===== config.mk =====
export PLATFORM = sky130hd
export DESIGN_NAME = wlvl_edge_search
export DESIGN_NICKNAME = d
export VERILOG_FILES = /design/src/rtl/wlvl_pkg.sv /design/src/rtl/wlvl_phase_timer.sv /design/src/rtl/wlvl_vote.sv /design/src/rtl/wlvl_tap_track.sv /design/src/rtl/wlvl_edge_search.sv
export SDC_FILE = /design/constraint.sdc
export NUM_CORES = 1
export LEC_CHECK = 0
export BUFFER_PORTS_ARGS = -buffer_cell sky130_fd_sc_hd__buf_2
export CAP_MARGIN = 20
export CORE_UTILIZATION = 30
export DETAILED_ROUTE_END_ITERATION = 10
export PLACE_DENSITY_LB_ADDON = 0.25
export SLEW_MARGIN = 0
export SYNTH_ARGS = -nofsm -noshare
export SYNTH_HDL_FRONTEND = slang
export SYNTH_SLANG_ARGS = --single-unit

===== constraint.sdc =====
create_clock -name clk -period 2.25 [get_ports clk]
set_input_delay 0.3375 -clock clk [delete_from_list [all_inputs] [get_ports clk]]
set_output_delay 0.3375 -clock clk [all_outputs]
set_load 0.005 [all_outputs]

===== src/rtl/wlvl_pkg.sv =====
package wlvl_pkg;

    typedef enum logic [2:0] {
        WL_IDLE,
        WL_SETTLE,
        WL_SAMPLE,
        WL_EVAL,
        WL_DONE,
        WL_FAIL
    } wl_state_e;

    typedef struct packed {
        wl_state_e state;
        logic      strobe_en;
        logic      done;
        logic      fail;
    } wl_ctl_t;

endpackage


===== src/rtl/wlvl_phase_timer.sv =====
module wlvl_phase_timer #(
    parameter int CNT_W = 3
) (
    input  logic             clk,
    input  logic             rst_n,
    input  logic             clr_i,
    input  logic [CNT_W-1:0] lim_i,
    output logic             last_o
);

    typedef struct packed {
        logic [CNT_W-1:0] cnt;
    } tmr_t;

    tmr_t tmr_d, tmr_q;

    always_comb begin
        tmr_d = tmr_q;
        if (clr_i) begin
            tmr_d.cnt = '0;
        end else begin
            tmr_d.cnt = tmr_q.cnt + 1'b1;
        end
    end

    always_ff @(posedge clk) begin
        if (!rst_n) begin
            tmr_q <= '0;
        end else begin
            tmr_q <= tmr_d;
        end
    end

    assign last_o = (tmr_q.cnt == lim_i);

endmodule


===== src/rtl/wlvl_vote.sv =====
module wlvl_vote #(
    parameter int N_SAMP   = 8,
    parameter int VOTE_MIN = 5
) (
    input  logic clk,
    input  logic rst_n,
    input  logic clr_i,
    input  logic smp_i,
    input  logic bit_i,
    output logic vote_o
);

    localparam int ONES_W = $clog2(N_SAMP + 1);

    typedef struct packed {
        logic [ONES_W-1:0] ones;
    } vote_t;

    vote_t vt_d, vt_q;

    always_comb begin
        vt_d = vt_q;
        if (clr_i) begin
            vt_d.ones = '0;
        end else if (smp_i && bit_i) begin
            vt_d.ones = vt_q.ones + 1'b1;
        end
    end

    always_ff @(posedge clk) begin
        if (!rst_n) begin
            vt_q <= '0;
        end else begin
            vt_q <= vt_d;
        end
    end

    assign vote_o = (vt_q.ones >= ONES_W'(VOTE_MIN));

    // the count of ones can never exceed the sample window
    assert_ones_in_window_R3: assert property (@(posedge clk) disable iff (!rst_n)
        vt_q.ones <= ONES_W'(N_SAMP));

    // a cleared window always reads as 0 on the next cycle
    assert_clear_reads_low_R3: assert property (@(posedge clk) disable iff (!rst_n)
        clr_i |=> !vote_o);

endmodule


===== src/rtl/wlvl_tap_track.sv =====
module wlvl_tap_track #(
    parameter int TAP_W = 7
) (
    input  logic             clk,
    input  logic             rst_n,
    input  logic             clr_i,
    input  logic             step_i,
    input  logic             zero_i,
    input  logic             vote_i,
    output logic [TAP_W-1:0] dly_o,
    output logic             at_max_o,
    output logic             prev_low_o
);

    typedef struct packed {
        logic [TAP_W-1:0] dly;
        logic             prev_val;
        logic             prev_known;
    } tap_t;

    tap_t tap_d, tap_q;

    always_comb begin
        tap_d = tap_q;
        if (clr_i) begin
            tap_d.dly        = '0;
            tap_d.prev_val   = 1'b0;
            tap_d.prev_known = 1'b0;
        end else if (zero_i) begin
            tap_d.dly = '0;
        end else if (step_i) begin
            tap_d.dly        = tap_q.dly + 1'b1;
            tap_d.prev_val   = vote_i;
            tap_d.prev_known = 1'b1;
        end
    end

    always_ff @(posedge clk) begin
        if (!rst_n) begin
            tap_q <= '0;
        end else begin
            tap_q <= tap_d;
        end
    end

    assign dly_o      = tap_q.dly;
    assign at_max_o   = &tap_q.dly;
    assign prev_low_o = tap_q.prev_known && !tap_q.prev_val;

    // a step moves the delay up by exactly one tap
    assert_step_by_one_R2: assert property (@(posedge clk) disable iff (!rst_n)
        (step_i && !clr_i && !zero_i) |=> (dly_o - $past(dly_o)) == TAP_W'(1));

    // a new search starts from tap 0 with no previous step
    assert_clear_to_zero_R2: assert property (@(posedge clk) disable iff (!rst_n)
        clr_i |=> (dly_o == '0) && !prev_low_o);

endmodule


===== src/rtl/wlvl_edge_search.sv =====
module wlvl_edge_search #(
    parameter int TAP_W      = 7,
    parameter int SETTLE_CYC = 4,
    parameter int N_SAMP     = 8,
    parameter int VOTE_MIN   = 5
) (
    input  logic             clk,
    input  logic             rst_n,
    input  logic             start_i,
    input  logic             fb_i,
    output logic             strobe_en_o,
    output logic [TAP_W-1:0] dly_o,
    output logic             done_o,
    output logic             fail_o
);
    import wlvl_pkg::*;

    localparam int MAX_PH = (SETTLE_CYC > N_SAMP) ? SETTLE_CYC : N_SAMP;
    localparam int CNT_W  = (MAX_PH > 1) ? $clog2(MAX_PH) : 1;
    localparam logic [CNT_W-1:0] SETTLE_LIM = CNT_W'(SETTLE_CYC - 1);
    localparam logic [CNT_W-1:0] SAMP_LIM   = CNT_W'(N_SAMP - 1);

    wl_ctl_t ctl_d, ctl_q;

    logic             tmr_clr;
    logic [CNT_W-1:0] tmr_lim;
    logic             tmr_last;
    logic             vote_clr;
    logic             vote_smp;
    logic             vote;
    logic             tap_clr;
    logic             tap_step;
    logic             tap_zero;
    logic             at_max;
    logic             prev_low;
    logic             busy;

    wlvl_phase_timer #(.CNT_W(CNT_W)) u_timer (
        .clk    (clk),
        .rst_n  (rst_n),
        .clr_i  (tmr_clr),
        .lim_i  (tmr_lim),
        .last_o (tmr_last)
    );

    wlvl_vote #(.N_SAMP(N_SAMP), .VOTE_MIN(VOTE_MIN)) u_vote (
        .clk    (clk),
        .rst_n  (rst_n),
        .clr_i  (vote_clr),
        .smp_i  (vote_smp),
        .bit_i  (fb_i),
        .vote_o (vote)
    );

    wlvl_tap_track #(.TAP_W(TAP_W)) u_tap (
        .clk        (clk),
        .rst_n      (rst_n),
        .clr_i      (tap_clr),
        .step_i     (tap_step),
        .zero_i     (tap_zero),
        .vote_i     (vote),
        .dly_o      (dly_o),
        .at_max_o   (at_max),
        .prev_low_o (prev_low)
    );

    always_comb begin
        ctl_d    = ctl_q;
        tmr_clr  = 1'b0;
        tmr_lim  = SETTLE_LIM;
        vote_clr = 1'b0;
        vote_smp = 1'b0;
        tap_clr  = 1'b0;
        tap_step = 1'b0;
        tap_zero = 1'b0;
        unique case (ctl_q.state)
            WL_IDLE, WL_DONE, WL_FAIL: begin
                ctl_d.strobe_en = 1'b0;
                if (start_i) begin
                    ctl_d.state     = WL_SETTLE;
                    ctl_d.strobe_en = 1'b1;
                    ctl_d.done      = 1'b0;
                    ctl_d.fail      = 1'b0;
                    tmr_clr         = 1'b1;
                    tap_clr         = 1'b1;
                end
            end
            WL_SETTLE: begin
                tmr_lim = SETTLE_LIM;
                if (tmr_last) begin
                    ctl_d.state = WL_SAMPLE;
                    tmr_clr     = 1'b1;
                    vote_clr    = 1'b1;
                end
            end
            WL_SAMPLE: begin
                tmr_lim  = SAMP_LIM;
                vote_smp = 1'b1;
                if (tmr_last) begin
                    ctl_d.state = WL_EVAL;
                end
            end
            WL_EVAL: begin
                if (prev_low && vote) begin
                    ctl_d.state = WL_DONE;
                    ctl_d.done  = 1'b1;
                end else if (at_max) begin
                    ctl_d.state = WL_FAIL;
                    ctl_d.fail  = 1'b1;
                    tap_zero    = 1'b1;
                end else begin
                    ctl_d.state = WL_SETTLE;
                    tap_step    = 1'b1;
                    tmr_clr     = 1'b1;
                end
            end
            default: begin
                ctl_d = '0;
            end
        endcase
    end

    always_ff @(posedge clk) begin
        if (!rst_n) begin
            ctl_q <= '0;
        end else begin
            ctl_q <= ctl_d;
        end
    end

    assign strobe_en_o = ctl_q.strobe_en;
    assign done_o      = ctl_q.done;
    assign fail_o      = ctl_q.fail;
    assign busy        = (ctl_q.state == WL_SETTLE) || (ctl_q.state == WL_SAMPLE);

    // no strobe activity while idle
    assert_idle_quiet_R1: assert property (@(posedge clk) disable iff (!rst_n)
        (ctl_q.state == WL_IDLE) |-> !strobe_en_o);

    // the two outcomes exclude each other
    assert_single_outcome_R5: assert property (@(posedge clk) disable iff (!rst_n)
        !(done_o && fail_o));

    // a failed search leaves the delay at tap 0
    assert_fail_zero_tap_R5: assert property (@(posedge clk) disable iff (!rst_n)
        $rose(fail_o) |-> (dly_o == '0));

    // the found setting does not drift while done is held
    assert_done_holds_tap_R4: assert property (@(posedge clk) disable iff (!rst_n)
        (done_o && !start_i) |=> $stable(dly_o));

    // strobe stops one cycle after an outcome
    assert_stop_after_end_R6: assert property (@(posedge clk) disable iff (!rst_n)
        ((done_o || fail_o) && !start_i) |=> !strobe_en_o);

    // a start during a search changes nothing visible
    assert_busy_ignores_start_R7: assert property (@(posedge clk) disable iff (!rst_n)
        (busy && start_i) |=> strobe_en_o && $stable(dly_o) && !done_o && !fail_o);

endmodule


After elaboration in Yosys (flattened, before gate mapping)
Cells that the tools add are included.
{"block": "word_totals", "regBits": 22, "input_bits": 4}
{"block": "op_classes", "n_addsub": 3, "order_cmp": 1, "eq_ne": 12, "muxes": 24, "bitwise": 3, "n_reduce_logical": 17}
{"cell": "two-way mux 3 bit", "n": 5}
{"cell": "two-way mux 1 bit", "n": 14}
{"cell": "!= test 2 bit, second input constant", "n": 6}
{"cell": "one-hot mux 3 bit (4 select lines)", "n": 1}
{"cell": "OR reduction 3 bit", "n": 3}
{"cell": "OR reduction 2 bit", "n": 4}
{"cell": "adder 7 x 1 -> 7 bit, second input constant", "n": 1}
{"cell": "AND reduction 7 bit", "n": 1}
{"cell": "== test 3 x 2 -> 1 bit, second input constant", "n": 2}
{"cell": "== test 3 bit, second input constant", "n": 2}
{"cell": "two-way mux 6 bit", "n": 1}
{"cell": "one-hot mux 2 bit (3 select lines)", "n": 1}
{"cell": "AND reduction 3 bit", "n": 2}
{"cell": "adder 4 x 1 -> 4 bit, second input constant", "n": 1}
{"cell": "greater-or-equal comparator 4 x 3 -> 1 bit, second input constant", "n": 1}
{"cell": "AND reduction 4 bit", "n": 1}
{"cell": "adder 3 x 1 -> 3 bit, second input constant", "n": 1}
{"cell": "== test 3 x 1 -> 1 bit, second input constant", "n": 1}
{"cell": "== test 3 bit", "n": 1}
{"cell": "logical AND 1 bit", "n": 3}
{"cell": "zero test 3 bit", "n": 1}
{"cell": "inverter 1 bit", "n": 3}
{"cell": "one-hot mux 1 bit (3 select lines)", "n": 1}
{"cell": "one-hot mux 1 bit (2 select lines)", "n": 1}
{"cell": "2 further kinds", "n": 2}

Logic depth before layout (Yosys ltp)
{"block": "depth", "depth_word": 7, "mapped_depth": 7, "mapped_depth_nobuf": 7}

Hierarchy
A second synthesis with hierarchy kept.
{"block": "unflattened", "cells_unflattened": 141, "area_unflattened_um2": 1253.7}
{"mod": "wlvl_edge_search", "n_inst": 1, "cells_each": 51, "area_each_um2": 461.7, "seq_area_each_um2": 120.1}
{"mod": "wlvl_tap_track", "n_inst": 1, "cells_each": 51, "area_each_um2": 436.7, "seq_area_each_um2": 180.2}
{"mod": "wlvl_vote", "n_inst": 1, "cells_each": 25, "area_each_um2": 216.5, "seq_area_each_um2": 80.1}
{"mod": "wlvl_phase_timer", "n_inst": 1, "cells_each": 14, "area_each_um2": 138.9, "seq_area_each_um2": 60.1}

Worst setup path after synthesis
No wires, ideal clock.
{"block": "synth_path", "kind": "register to register", "start": "register u_vote.vt_q[0] (netlist name)", "end": "register ctl_q[3] (netlist name)", "setup_time_ns": 0.115, "t_arrival_ns": 1.604, "required_time_ns": 2.135, "path_slack_ns": 0.531, "stages_incl_launch_ff": 7, "path_cell_list": "dfxtp_1 > inv_1 > ha_1 > nor3b_2 > or3_4 > o311a_1 > o21a_1"}
{"block": "synth_between", "elab_chain_cells": 4}
{"item": "start, declared", "line_no": "wlvl_vote.sv:19", "rtl": "vote_t vt_d, vt_q;"}
{"item": "start signal, assigned", "line_no": "wlvl_vote.sv:34", "rtl": "vt_q <= vt_d;"}
{"item": "greater-or-equal comparator 4 x 3 -> 1 bit", "line_no": "wlvl_vote.sv:38", "rtl": "assign vote_o = (vt_q.ones >= ONES_W'(VOTE_MIN));"}
{"item": "logical AND 1 bit", "line_no": "wlvl_edge_search.sv:104", "rtl": "if (prev_low && vote) begin"}
{"item": "two-way mux 3 bit", "line_no": "wlvl_edge_search.sv:104"}
{"item": "one-hot mux 3 bit (4 select lines)", "line_no": "wlvl_edge_search.sv:76", "rtl": "unique case (ctl_q.state)"}
{"item": "end signal, assigned", "line_no": "wlvl_edge_search.sv:127", "rtl": "ctl_q <= ctl_d;"}
{"item": "end, declared", "line_no": "wlvl_edge_search.sv:23", "rtl": "wl_ctl_t ctl_d, ctl_q;"}
No other way between the ends.
A chain may end at the register's enable or synchronous reset.

Worst setup path in the final report
{"block": "layout_path", "start": "register u_vote.vt_q[0] (netlist name)", "end": "register u_tap.tap_q[1] (netlist name)"}
{"block": "layout_between", "elab_chain_cells": 6}
{"item": "greater-or-equal comparator 4 x 3 -> 1 bit *", "line_no": "wlvl_vote.sv:38"}
{"item": "logical AND 1 bit", "line_no": "wlvl_edge_search.sv:104"}
{"item": "two-way mux 1 bit", "line_no": "wlvl_edge_search.sv:104"}
{"item": "two-way mux 1 bit", "line_no": "wlvl_edge_search.sv:76"}
{"item": "inverter 1 bit (no source line)"}
{"item": "AND reduction 2 bit (no source line)"}
{"item": "end signal, assigned", "line_no": "wlvl_tap_track.sv:42", "rtl": "tap_q <= tap_d;"}
{"item": "end, declared", "line_no": "wlvl_tap_track.sv:21", "rtl": "tap_t tap_d, tap_q;"}
Every way passes the cells marked *; elsewhere a longest branch is shown, timed or not.

==> run_results.csv <==
group,metric,value,unit
setup_path,r2r_cells,6,
power_and_ir_drop,p_clk_share,35.2,%
run,cap_violations,0,
power_and_ir_drop,p_leak,0.480,nW
power_and_ir_drop,p_sw,206,uW
hold_path,hold_path_class,"in -> reg",
synth,synthCells,134,
sta,finalSetupViolations,0,
global_routing,grt_pass1_vias,851,
placed_design,globalplace.congestion,0.850,
cells_and_area,final_area,1310,um2
global_routing,antenna_found_initial,0,
clocking,cts.sinks,22,
floorplanning,rows,22,
sta,max_freq,0.546,GHz
clocking,cts.clk_slew.worst_paths,80,ps
cells_and_area,antennaDiodeCount,0,
power_and_ir_drop,power_density,618,nW/um2
sta,worst_pin_slew,478,ps
sta,rsz0062_at_grt,"no",
cells_and_area,drive_above_1_share,23.9,%
sta,slew_viol_final,0,
placed_design,dpl_cell_area,1260,um2
setup_path,crit_end,"u_tap.tap_q[1]$_SDFFE_PP0P_",
floorplanning,ioPinCount,14,
status,outcome,"completed",
clocking,hold_buffers,0,
power_and_ir_drop,irDropWorstVdd,0.000323,V
synth,synth_warnings,0,
power_and_ir_drop,combinationalPowerShare,12.8,%
route,via_count,891,
setup_path,r2r-start,"u_vote.vt_q[0]$_SDFFE_PP0P_",
route,drt-pass1-iter-count,4,
sta,hold_viol,0,
global_routing,grt-ovfl-total,0,
setup_path,arrival,2010,ps
synth,synth_top_family_by_area,"simple AND/OR/NAND/NOR gates",
sta,fin_setup_tns,0,ps
setup_path,critPathLaunch,"u_vote.vt_q[0]$_SDFFE_PP0P_",
clocking,numCtsBuffers,3,
route,routedWlPerCell,11.3,um
route,drc,0,
route,antenna_left,0,
clocking,clock_latency,260,ps
sta,worst_hold_slack,384,ps
synth,synth_cell_types,39,
synth,synth_fa_ha_area_share,5.23,%
floorplanning,die_h,65.1,um
cells_and_area,nNetsFinal,152,
power_and_ir_drop,switching_share,25.4,%
synth,yosysSeqAreaShare,36.8,%
clocking,clockBufferDepth,2,
synth,synth_compound_area_share,16.8,%
clocking,h-tree-depth,1,
setup_path,critPathKind,"reg -> reg",
synth,synthSimpleGateAreaFrac,28.2,%
route,first_iter_violations,38,
setup_path,start_kind,"flip-flop",
synth,ys_ff_latch,22,
global_routing,grt_max_degree,13,
sta,min_period_over_period,81.4,%
clocking,cts.repair.resized,0,
synth,synth_xor_area_share,5.86,%
route,routed_wirelength,2140,um
synth,synth_area,1200,um2
clocking,post_cts_buffers,0,
placed_design,port_buffers,13,
cells_and_area,final_cell_mix,"nor2_1, dfxtp_1, buf_2",
power_and_ir_drop,intPower,605,uW
floorplanning,fp.coreArea,3740,um2
sta,relSlewSlack,68.1,%
floorplanning,die_x,65.1,um
setup_path,cp_max_fo,9,
clocking,cts_tree,"built",
synth,synthMuxAreaShare,0,%
global_routing,grt_use_total,11.8,%
floorplanning,initial_utilization,32.0,%
power_and_ir_drop,seqPwrFrac,52.0,%
synth,synth_nets,143,
clocking,cts-root-buf,"clkbuf_8",
placed_design,hpwl,1620,um
setup_path,timing.rr.end,"u_tap.tap_q[1]$_SDFFE_PP0P_",
synth,syn_area_per_cell,8.93,um2
setup_path,required,2420,ps
setup_path,endpoint_kind,"flip-flop",
setup_path,r2r_slack,420,ps
sta,finalCriticalPeriod,1830,ps
route,avgViaCountPerCell,4.69,
sta,fin_skew,3.09,ps
global_routing,grt_first_pass_wirelength,3930,um
cells_and_area,area_growth,9.62,%
floorplanning,die-area,4240,um2
state kept, by name (all words and copies together), names as in the netlist:
| register | count |
|---|---|
| strobe_en_o | 1 |
| fail_o | 1 |
| ctl_q | 3 |
| done_o | 1 |
| u_tap.dly_o | 7 |
| u_tap.tap_q | 2 |
| u_vote.vt_q | 4 |
| u_timer.tmr_q | 3 |
Yosys cell counts:
cell type / instances / area share (%)
inv_1: 5 / 1.6
and2_1: 1 / 0.52
nor2b_1: 1 / 0.52
nor2_1: 22 / 6.9
a21oi_1: 10 / 4.2
a21boi_0: 1 / 0.63
a31oi_1: 2 / 1.0
nand2b_1: 6 / 3.1
xor2_1: 2 / 1.5
o21bai_2: 1 / 0.94
o21ai_0: 5 / 2.1
nand4_1: 1 / 0.52
a211oi_1: 2 / 1.3
buf_2: 1 / 0.42
o221a_2: 1 / 0.94
nor3b_2: 3 / 3.1
o21ai_4: 1 / 1.4
nor3_2: 1 / 0.84
or2_2: 1 / 0.52
nand2b_4: 1 / 1.2
nand2_1: 5 / 1.6
o21a_1: 1 / 0.63
o311a_1: 1 / 0.84
nor3b_1: 1 / 0.63
o31ai_4: 1 / 1.8
and3_2: 1 / 0.63
ha_1: 5 / 5.2
and3b_2: 1 / 0.84
or3_4: 1 / 0.94
or3_1: 1 / 0.52
nor4_4: 1 / 1.8
nor3_1: 2 / 0.84
o221ai_1: 1 / 0.73
nor2_2: 3 / 1.6
dfxtp_1: 22 / 37
nand3_1: 4 / 1.7
o21ai_1: 1 / 0.42
xnor2_1: 6 / 4.4
buf_4: 8 / 5.0
metal layers:
layer / vias to the layer above / part of all wire (%) / global-route usage, %
met5: - / 0 / 0
li1: 471 / - / -
met3: 2 / 3.9 / 3.65
met2: 22 / 43 / 17.7
met1: 396 / 53 / 16.8
met4: 0 / 0.51 / 1.63
per-stage QoR:
step	cells	utilization, %	setup slack (ps)	power [mW]
final	190	35.0	418	0.811
after global routing	190	35.0	243	0.857
after CTS	190	35.0	398	0.825
after detailed placement	186	33.6	413	0.535
after global placement	186	33.6	476	0.534
after floorplan	134	-	531	0.511
area by class of cell:
class / instances / area, um2
clock buffers: 4 / 55.1
fillers: 398 / 2430
inverters: 5 / 18.8
multi-input cells: 98 / 672
flip-flops and latches: 22 / 440
well taps: 48 / 60.1
repair buffers: 13 / 65.1
power groups by stage:
stage	combinational, mW	sequential [mW]	clock [mW]
floorplan	0.0873	0.423	0
global placement	0.104	0.430	0
detailed placement	0.104	0.431	0
CTS	0.105	0.422	0.298
global route	0.119	0.425	0.314
finish	0.104	0.422	0.285
cells by family (layout without fill, tap and decap cells):
group           after synthesis  after routing
flops                        22             22
xor+xnor                      8              8
simple gates                 57             57
compound gates               28             28
fa+ha+maj                     5              5
buf+inv                      14             22
how the worst min path moves through the flow:
stage | start | end | cells after the start
after floorplan | u_timer.tmr_q[0]$_SDFF_PP0_ | u_timer.tmr_q[0]$_SDFF_PP0_ | 1
after global placement | u_timer.tmr_q[0]$_SDFF_PP0_ | u_timer.tmr_q[0]$_SDFF_PP0_ | 1
after detailed placement | u_timer.tmr_q[0]$_SDFF_PP0_ | u_timer.tmr_q[0]$_SDFF_PP0_ | 1
after CTS | rst_n | ctl_q[3]$_SDFFE_PN0P_ | 2
after global routing | rst_n | ctl_q[3]$_SDFFE_PN0P_ | 2
final | rst_n | ctl_q[3]$_SDFFE_PN0P_ | 2
worst max-delay path, stage by stage, from the launching register on:
cell and delay (ps):
dfxtp_1 430, inv_1 70, ha_1 200, nor3b_2 170, o31ai_4 460, nor2_2 140, a211oi_1 270
Note: power is estimated with default switching activity, not from simulation.
